[src/rtl/pm_pkg.sv]
package pm_pkg;

    localparam int DATA_W = 64;
    localparam int COND_W = 4;

    typedef enum logic [2:0] {
        OP_AVG     = 3'd0,
        OP_ABSDIFF = 3'd1,
        OP_ABSACC  = 3'd2,
        OP_MIN     = 3'd3,
        OP_MAX     = 3'd4
    } op_e;

    typedef enum logic [1:0] {
        EW_8  = 2'b00,
        EW_16 = 2'b01,
        EW_32 = 2'b10,
        EW_64 = 2'b11
    } ew_e;

    typedef enum logic {
        ST_EMPTY = 1'b0,
        ST_FULL  = 1'b1
    } stage_e;

    function automatic logic op_is_legal(input logic [2:0] op);
        return op <= 3'd4;
    endfunction

endpackage

[src/rtl/pm_lane.sv]
module pm_lane
    import pm_pkg::*;
#(
    parameter int W = 8
) (
    input  logic [2:0]   op,
    input  logic         sgn,
    input  logic         sat,
    input  logic [W-1:0] a,
    input  logic [W-1:0] b,
    input  logic [W-1:0] d,
    output logic [W-1:0] y,
    output logic         a_gt_b,
    output logic         a_lt_b,
    output logic         a_eq_b
);
    localparam int XW = W + 2;

    logic signed [XW-1:0] ax, bx, dx;
    logic signed [XW-1:0] avg_sum;
    logic signed [XW-1:0] diff;
    logic        [W-1:0]  mag;
    logic signed [XW-1:0] acc_sum;
    logic                 acc_over;
    logic        [W-1:0]  acc_val;
    logic        [W-1:0]  sat_max;

    always_comb begin
        ax = {{2{sgn & a[W-1]}}, a};
        bx = {{2{sgn & b[W-1]}}, b};
        dx = {{2{sgn & d[W-1]}}, d};
    end

    always_comb begin
        a_gt_b = ax > bx;
        a_lt_b = ax < bx;
        a_eq_b = (a == b);
    end

    always_comb begin
        avg_sum = ax + bx + XW'(1);
        diff    = a_gt_b ? (ax - bx) : (bx - ax);
        mag     = diff[W-1:0];
        acc_sum = dx + {2'b00, mag};
    end

    always_comb begin
        if (sgn) begin
            acc_over = ~acc_sum[XW-1] & (|acc_sum[W:W-1]);
            sat_max  = {1'b0, {(W-1){1'b1}}};
        end else begin
            acc_over = acc_sum[W];
            sat_max  = {W{1'b1}};
        end
        acc_val = (sat && acc_over) ? sat_max : acc_sum[W-1:0];
    end

    always_comb begin
        unique case (op)
            OP_AVG:     y = avg_sum[W:1];
            OP_ABSDIFF: y = mag;
            OP_ABSACC:  y = acc_val;
            OP_MIN:     y = a_lt_b ? a : b;
            OP_MAX:     y = a_gt_b ? a : b;
            default:    y = '0;
        endcase
    end

endmodule

[src/rtl/pm_slice.sv]
module pm_slice
    import pm_pkg::*;
#(
    parameter int DW = 64,
    parameter int W  = 8
) (
    input  logic [2:0]    op,
    input  logic          sgn,
    input  logic          sat,
    input  logic [DW-1:0] a,
    input  logic [DW-1:0] b,
    input  logic [DW-1:0] d,
    output logic [DW-1:0] y,
    output logic          gt0,
    output logic          lt0,
    output logic          eq0
);
    localparam int NL = DW / W;

    logic [NL-1:0] gt_v, lt_v, eq_v;

    for (genvar i = 0; i < NL; i++) begin : g_lane
        pm_lane #(.W(W)) u_lane (
            .op     (op),
            .sgn    (sgn),
            .sat    (sat),
            .a      (a[i*W +: W]),
            .b      (b[i*W +: W]),
            .d      (d[i*W +: W]),
            .y      (y[i*W +: W]),
            .a_gt_b (gt_v[i]),
            .a_lt_b (lt_v[i]),
            .a_eq_b (eq_v[i])
        );
    end

    assign gt0 = gt_v[0];
    assign lt0 = lt_v[0];
    assign eq0 = eq_v[0];

endmodule

[src/rtl/pm_outstage.sv]
module pm_outstage
    import pm_pkg::*;
#(
    parameter int DW = 64,
    parameter int CW = 4
) (
    input  logic          clk,
    input  logic          rst_n,
    input  logic          in_valid,
    output logic          in_ready,
    input  logic [DW-1:0] d_res,
    input  logic [CW-1:0] d_cond,
    input  logic          d_ill,
    output logic          out_valid,
    input  logic          out_ready,
    output logic [DW-1:0] q_res,
    output logic [CW-1:0] q_cond,
    output logic          q_ill
);
    stage_e state, state_nx;
    logic   take;

    always_comb begin
        in_ready = (state == ST_EMPTY) || out_ready;
        take     = in_valid && in_ready;
    end

    always_comb begin
        state_nx = state;
        unique case (state)
            ST_EMPTY: if (take) state_nx = ST_FULL;               // ACCEPT
            ST_FULL: begin
                if (out_ready && !take) state_nx = ST_EMPTY;      // DRAIN
                else                    state_nx = ST_FULL;       // REFILL / STALL
            end
            default:  state_nx = ST_EMPTY;
        endcase
    end

    always_ff @(posedge clk) begin
        if (!rst_n) state <= ST_EMPTY;
        else        state <= state_nx;
    end

    always_ff @(posedge clk) begin
        if (!rst_n) begin
            q_res  <= '0;
            q_cond <= '0;
            q_ill  <= 1'b0;
        end else if (take) begin
            q_res  <= d_res;
            q_cond <= d_cond;
            q_ill  <= d_ill;
        end
    end

    assign out_valid = (state == ST_FULL);

endmodule

[src/rtl/pm_media_alu.sv]
module pm_media_alu
    import pm_pkg::*;
#(
    parameter int DW = pm_pkg::DATA_W,
    parameter int CW = pm_pkg::COND_W
) (
    input  logic          clk,
    input  logic          rst_n,
    input  logic          in_valid,
    output logic          in_ready,
    input  logic [2:0]    opcode,
    input  logic [1:0]    elem_w,
    input  logic          is_signed,
    input  logic          sat_en,
    input  logic          rc_en,
    input  logic [DW-1:0] src_a,
    input  logic [DW-1:0] src_b,
    input  logic [DW-1:0] src_d,
    output logic          out_valid,
    input  logic          out_ready,
    output logic [DW-1:0] result,
    output logic [CW-1:0] cond,
    output logic          illegal
);
    localparam int NWID = 4;

    logic [DW-1:0] slice_y [NWID];
    logic [NWID-1:0] slice_gt, slice_lt, slice_eq;

    for (genvar k = 0; k < NWID; k++) begin : g_width
        pm_slice #(.DW(DW), .W(8 << k)) u_slice (
            .op  (opcode),
            .sgn (is_signed),
            .sat (sat_en),
            .a   (src_a),
            .b   (src_b),
            .d   (src_d),
            .y   (slice_y[k]),
            .gt0 (slice_gt[k]),
            .lt0 (slice_lt[k]),
            .eq0 (slice_eq[k])
        );
    end

    logic [DW-1:0] comb_res;
    logic [CW-1:0] comb_cond;
    logic          comb_ill;
    logic          want_cond;

    always_comb begin
        comb_ill  = !op_is_legal(opcode);
        comb_res  = comb_ill ? '0 : slice_y[elem_w];
        want_cond = rc_en && (elem_w == EW_64) &&
                    ((opcode == OP_MIN) || (opcode == OP_MAX));
        comb_cond = '0;
        if (want_cond)
            comb_cond = {slice_gt[NWID-1], slice_lt[NWID-1], slice_eq[NWID-1], 1'b0};
    end

    pm_outstage #(.DW(DW), .CW(CW)) u_stage (
        .clk       (clk),
        .rst_n     (rst_n),
        .in_valid  (in_valid),
        .in_ready  (in_ready),
        .d_res     (comb_res),
        .d_cond    (comb_cond),
        .d_ill     (comb_ill),
        .out_valid (out_valid),
        .out_ready (out_ready),
        .q_res     (result),
        .q_cond    (cond),
        .q_ill     (illegal)
    );

endmodule

[config.mk]
export PLATFORM = sky130hd
export DESIGN_NAME = pm_media_alu
export DESIGN_NICKNAME = d
export VERILOG_FILES = /design/src/rtl/pm_pkg.sv /design/src/rtl/pm_lane.sv /design/src/rtl/pm_slice.sv /design/src/rtl/pm_outstage.sv /design/src/rtl/pm_media_alu.sv
export SDC_FILE = /design/constraint.sdc
export NUM_CORES = 2
export LEC_CHECK = 0
export ABC_AREA = 1
export BUFFER_PORTS_ARGS = -buffer_cell sky130_fd_sc_hd__buf_2
export CAP_MARGIN = 25
export CORE_ASPECT_RATIO = 0.5
export CORE_MARGIN = 2
export CORE_UTILIZATION = 30
export DETAILED_ROUTE_END_ITERATION = 12
export PLACE_DENSITY = 0.51
export SYNTH_ARGS = -nofsm -noshare
export SYNTH_HDL_FRONTEND = slang
export SYNTH_SLANG_ARGS = --single-unit
[constraint.sdc]
create_clock -name clk -period 9.4 [get_ports clk]
set_input_delay 0.94 -clock clk [delete_from_list [all_inputs] [get_ports clk]]
set_output_delay 0.94 -clock clk [all_outputs]
set_load 0.01 [all_outputs]
# Word-level counts from Yosys, hierarchy flattened
# Cells that the tools add are included.
[totals] regBits=70 in_bits=204 out_inout_bits=71 word_cells=314
[op_classes] addsub=75 magnitude_cmp=32 eq_ne=6 mux=102 n_bitwise=56 n_reduce_logical=39
[ops] op="$mux W64" count=8
[ops] op="$pmux W16 S5" count=4
[ops] op="$pmux W32 S5" count=2
[ops] op="$pmux W64 S5" count=1
[ops] op="$pmux W8 S5" count=8
[ops] op="$mux W32" count=9
[ops] op="$mux W16" count=17
[ops] op="$mux W8" count=33
[ops] op="$bmux W64 S2" count=1
[ops] op="$sub A16 B16 Y16" count=8
[ops] op="$sub A32 B32 Y32" count=4
[ops] op="$sub A64 B64 Y64" count=2
[ops] op="$sub A8 B8 Y8" count=16
[ops] op="$add A9 B9 Y10" count=8
[ops] op="$add A17 B17 Y18" count=4
[ops] op="$add A9 B2 Y9 const B" count=8
[ops] op="$add A9 B9 Y9" count=8
[ops] op="$gt A9 B9 Y1" count=8
[ops] op="$lt A9 B9 Y1" count=8
[ops] op="$add A17 B17 Y17" count=4
[ops] op="$add A17 B2 Y17 const B" count=4
[ops] op="$add A33 B33 Y34" count=2
[ops] op="$gt A17 B17 Y1" count=4
[ops] op="$lt A17 B17 Y1" count=4
[ops] op="other kinds (27)" count=135

# Longest topological paths before layout
[logic_depth] depth_word=14 mapped_depth=46

# Hierarchy
# From an unflattened synthesis, not the netlist that was laid out.
[hier_totals] hier_cells=17032 hier_area_um2=87702.9
[by_module_without_submodules] mod="pm_lane at g_width[3].u_slice.g_lane[0].u_lane" n_inst=1 cells_each=4971 area_each_um2=24145.7 seq_area_each_um2=0.0
[by_module_without_submodules] mod="pm_lane at g_width[2].u_slice.g_lane[0].u_lane ..." n_inst=2 cells_each=2039 area_each_um2=10323.7 seq_area_each_um2=0.0
[by_module_without_submodules] mod="pm_lane at g_width[1].u_slice.g_lane[1].u_lane ..." n_inst=3 cells_each=907 area_each_um2=4739.5 seq_area_each_um2=0.0
[by_module_without_submodules] mod="pm_lane at g_width[0].u_slice.g_lane[0].u_lane ..." n_inst=4 cells_each=384 area_each_um2=2144.6 seq_area_each_um2=0.0
[by_module_without_submodules] mod="pm_lane at g_width[1].u_slice.g_lane[0].u_lane" n_inst=1 cells_each=932 area_each_um2=4967.3 seq_area_each_um2=0.0
[by_module_without_submodules] mod="pm_lane at g_width[0].u_slice.g_lane[4].u_lane ..." n_inst=2 cells_each=391 area_each_um2=2224.6 seq_area_each_um2=0.0
[by_module_without_submodules] mod="pm_media_alu" n_inst=1 cells_each=769 area_each_um2=3178.0 seq_area_each_um2=0.0
[by_module_without_submodules] mod="pm_outstage" n_inst=1 cells_each=457 area_each_um2=3144.3 seq_area_each_um2=1401.3
[by_module_without_submodules] mod="pm_lane at g_width[0].u_slice.g_lane[6].u_lane" n_inst=1 cells_each=394 area_each_um2=2227.1 seq_area_each_um2=0.0
[by_module_without_submodules] mod="pm_lane at g_width[0].u_slice.g_lane[3].u_lane" n_inst=1 cells_each=392 area_each_um2=2147.1 seq_area_each_um2=0.0

# Worst setup path after synthesis
# Ideal clock, no wire load.
[synth_timing] path_type="input port to flip-flop" start="input port src_a[39]" end="register u_stage.q_res[4]" t_arrival_ps=5498 required_ps=9268 slack_ps=3770 stages=41 path_buffers=6 cell_sequence="clkbuf_1 inv_1 ha_1 buf_2 nand2_2 nor2_2 inv_2 nor2_2 nand2_1 inv_1 nand2_1 nor2_2 nand2_1 nand3_4 buf_6 buf_6 nand2_1 and2_1 (+5 left out) nand2_1 nand2_1 nand2_1 nand2_1 nand2_1 nand3_1 nand2_1 inv_1 nand2_1 nand2_1 buf_2 clkbuf_2 o21ai_0 nand2_1 nand2_1 nand4_1 nand2_1 a21oi_1"
[synth_between] elab_chain_cells=13
[synth_lines] item="start, declared" line="pm_media_alu.sv:16" source="input logic [DW-1:0] src_a,"
[synth_lines] item="$sub A64 B64 Y64 or $gt A65 B65 Y1 (tied branches)" line="pm_lane.sv:42, pm_lane.sv:35"
[synth_lines] item="$mux W64" line="pm_lane.sv:42" source="diff = a_gt_b ? (ax - bx) : (bx - ax);"
[synth_lines] item="$add A65 B65 Y66" line="pm_lane.sv:44" source="acc_sum = dx + {2'b00, mag};"
[synth_lines] item="$reduce_or A2 Y1 or $not A1 Y1 (tied branches)" line="pm_lane.sv:49" source="acc_over = ~acc_sum[XW-1] & (|acc_sum[W:W-1]);"
[synth_lines] item="$and A1 B1 Y1" line="pm_lane.sv:49"
[synth_lines] item="$mux W1" line="pm_lane.sv:48" source="if (sgn) begin"
[synth_lines] item="$logic_and A1 B1 Y1" line="pm_lane.sv:55" source="acc_val = (sat && acc_over) ? sat_max : acc_sum[W-1:0];"
[synth_lines] item="$mux W64" line="pm_lane.sv:55"
[synth_lines] item="$pmux W64 S5 *" line="pm_lane.sv:59" source="unique case (op)"
[synth_lines] item="$bmux W64 S2 *" line="pm_media_alu.sv:52" source="comb_res = comb_ill ? '0 : slice_y[elem_w];"
[synth_lines] item="$mux W64 (implied by the code) * (2 in series)" line="pm_media_alu.sv:52"
[synth_lines] item="$mux W64 *" line="pm_media_alu.sv:52"
[synth_lines] item="end signal, assigned" line="pm_outstage.sv:51" source="q_res <= d_res;"
[synth_lines] item="end, declared" line="pm_outstage.sv:16" source="output logic [DW-1:0] q_res,"
# Mark *: on every way between the ends. The rest lies on a longest branch, timed or not. The select of a mux whose other input is x is not followed.
# A chain may end at the register's enable or synchronous reset.

# Worst setup path after layout
[layout_timing] start="input port src_a[18]" end="register u_stage.q_res[63]"
# Same word-level chain as after synthesis.

==> out/results.ini <==
[sta]
finalSetupTns_ns=0
slew_headroom_pct=13.8
finalSetupViolations=0
drv_slew=0
hold_violations=0
hold_ws_ns=0.464
fmax_mhz=113
finalClockSkew_ns=0.0138
worst_pin_slew_ns=1.28
finalCriticalPeriod_ns=8.87
worst_slack_ns=0.530
finalCritPeriodShare_pct=94.4
rsz0062_at_grt=false

[power]
peakVddDrop_mv=0.0953
power.static_leakage_nw=28.9
p_switching_mw=6.13
p_sw_share_pct=69.1
p_per_area_nw_per_um2=151
p_int_mw=2.75
clkPwrFrac_pct=5.0
combPwrFrac_pct=91.3
seq_power_share_pct=3.8
finalPower_mw=8.88

[outcome]
status=finished clean

[yosys]
ys_warn_count=0
synth_edf_count=0
yosys_register_bits=69
netlist_instances=10400
synth_cell_types=63
seq_area_frac_synth_pct=2.56
async_reset_ff_share_pct=0
syn_nets=11100
synth_area_um2=53900
synth.avg_cell_area_um2=5.16
ys.flop_type=dfxtp_1

[critical_path]
cp_max_fo=52
critPathRequiredTime_ns=9.74
cp_num_cells=41
crit_type=in2reg
crit_top_cell=nand2_1
cpLargestDelayFamily=simple AND/OR/NAND/NOR gates
critPathMaxStageDelay_ns=0.62
worstPathArrival_ns=9.21
rr_worst_depth=8
cp-start-kind=primary input
critPathBufInv=7
end_kind=flop
cpMaxStageDelayCell=ha_1

[cts]
ctsHtreeMaxLevel=3
cts_made_buffers=9
cts_resized=0
path_clk_slew_ns=0.08
root_buffer=clkbuf_16
worst_skew_pair.late_latency_ns=0.41
cts_tree=yes
cts_setup_buffers=0
clockBufferDepth=2
cts_sinks=69
cts_hold_buf=0

[routing]
via_per_inst=5.96
ant_nets=0
dr.pass1.iters=10
via_count=77200
postRouteWirelength_um=423000
wl_per_cell_um=32.7
drtIter0Drc=11000
route.detailed.drc=0

[grt]
grt_max_degree=108
grt_first_pass_wirelength_um=571000
antenna_found_initial=30
grt_overflow=0
grt_usage_pct=44.4
grt_pass1_vias=70200

[floorplanning]
floorplan.die_area_um2=183000
io_pins=275
core_area_um2=178000
initial_core_util_pct=30.4
rows=109
die_w_um=603
die_h_um=304

[final_layout]
nets=11300
area_growth_pct=8.87
fillers=21300
drive_gt1_share_pct=6.67
final_cell_area_um2=58700

[hold_path]
hold_depth=2
min_path_type=reg2reg

[place]
place_area_um2=58200
hpwl_um=355000
numPortBuffers=273
gp_congestion=1.13
pre_cts_slack_ns=0.472

[run]
max_cap_viol_count=0

-- metal layers --
layer / track usage (%) / share of wire, %
met1: 56.1 / 40
met2: 64.1 / 40
met3: 12.2 / 11
met4: 33.2 / 8.9
met5: 0.724 / 0.062
-- flip-flops by register name (all words and copies together), names as in the netlist --
register           cells
u_stage.out_valid      1
u_stage.q_res         64
u_stage.q_cond         3
u_stage.q_ill          1
-- layout make-up --
type	instances	area (um2)	share of cell area, %
inverter	1266	4770	8.12
timing repair buffer	502	3270	5.57
clock inverter	6	86.3	0.147
clock buffer	10	239	0.407
sequential	69	1380	2.35
tap	2386	2990	5.09
antenna	13	32.5	0.0554
multi-input combinational	8703	45900	78.3
-- logic make-up (layout without fill, tap and decap cells) --
family | Yosys count | in the layout | share of synthesized area [%]
compound gates | 2694 | 2694 | 26.7
xor+xnor | 440 | 440 | 7.15
simple gates | 5068 | 5068 | 39.1
fa+ha+maj | 499 | 499 | 12.1
mux | 1 | 1 | 0.0186
buf+inv | 1673 | 1784 | 12.4
other cells | 1 | 14 | 0.00696
flops | 69 | 69 | 2.56
-- Yosys cell counts, types with 69 or more instances --
cell	count	area, um2
xor2_1	364	3190
o211ai_1	100	751
dfxtp_1	69	1380
nor2_1	998	3750
clkbuf_1	196	736
nand3_1	683	3420
xnor2_1	76	666
o21ai_1	99	495
nand2_1	2958	11100
nand4_1	167	1040
ha_1	460	5760
o21ai_0	1012	5060
inv_1	1187	4460
a21oi_1	1223	6120
buf_2	113	566
-- metrics by stage --
step / cells / utilization [%]
finish: 13000 / 33.1
global route: 12900 / 33.0
CTS: 12900 / 32.9
detailed placement: 12900 / 32.8
global placement: 12900 / 32.8
floorplan: 10400 / -
-- cells in the final DEF, fill, tap and decap left out, types with 22 or more instances in the layout --
master	count
and2_1	40
o21ai_0	1007
a21o_1	49
o211ai_1	100
clkinv_1	28
nor3_1	64
fa_1	39
inv_1	1183
or2_2	28
nand2_1	2955
inv_2	48
nor2_1	992
buf_2	272
nand3_1	683
xnor2_1	76
ha_1	460
nand3b_1	22
a31oi_1	25
nand4_1	167
xor2_1	362
o21bai_1	68
dfxtp_1	69
o21a_1	48
buf_4	206
a21oi_1	1223
o21ai_1	102
nor2_2	25
nand2_2	25
-- worst min-delay path: cells and delay by family (launching register included) --
family          cells  cell delay (ns)
compound gates      1             0.05
simple gates        1             0.06
flops               1             0.31
-- power by group through the flow --
stage                     sequential, mW  combinational [mW]  clock (mW)
after floorplan                    0.344                4.67           0
after global placement             0.340                7.70           0
after detailed placement           0.341                7.66           0
after CTS                          0.334                7.70       0.438
after global routing               0.336                8.54       0.448
final                              0.334                8.11       0.440
-- worst paths after layout --
check	from	slack, ns	endpoint
worst min register to register	u_stage.q_res[3]	0.46	u_stage.q_res[3]
worst max register to register	u_stage.out_valid	6.36	u_stage.q_cond[1]
worst min-delay path	u_stage.q_res[3]	0.46	u_stage.q_res[3]
worst max-delay path	src_a[18]	0.53	u_stage.q_res[63]
Power figures use the tool's default switching activity.
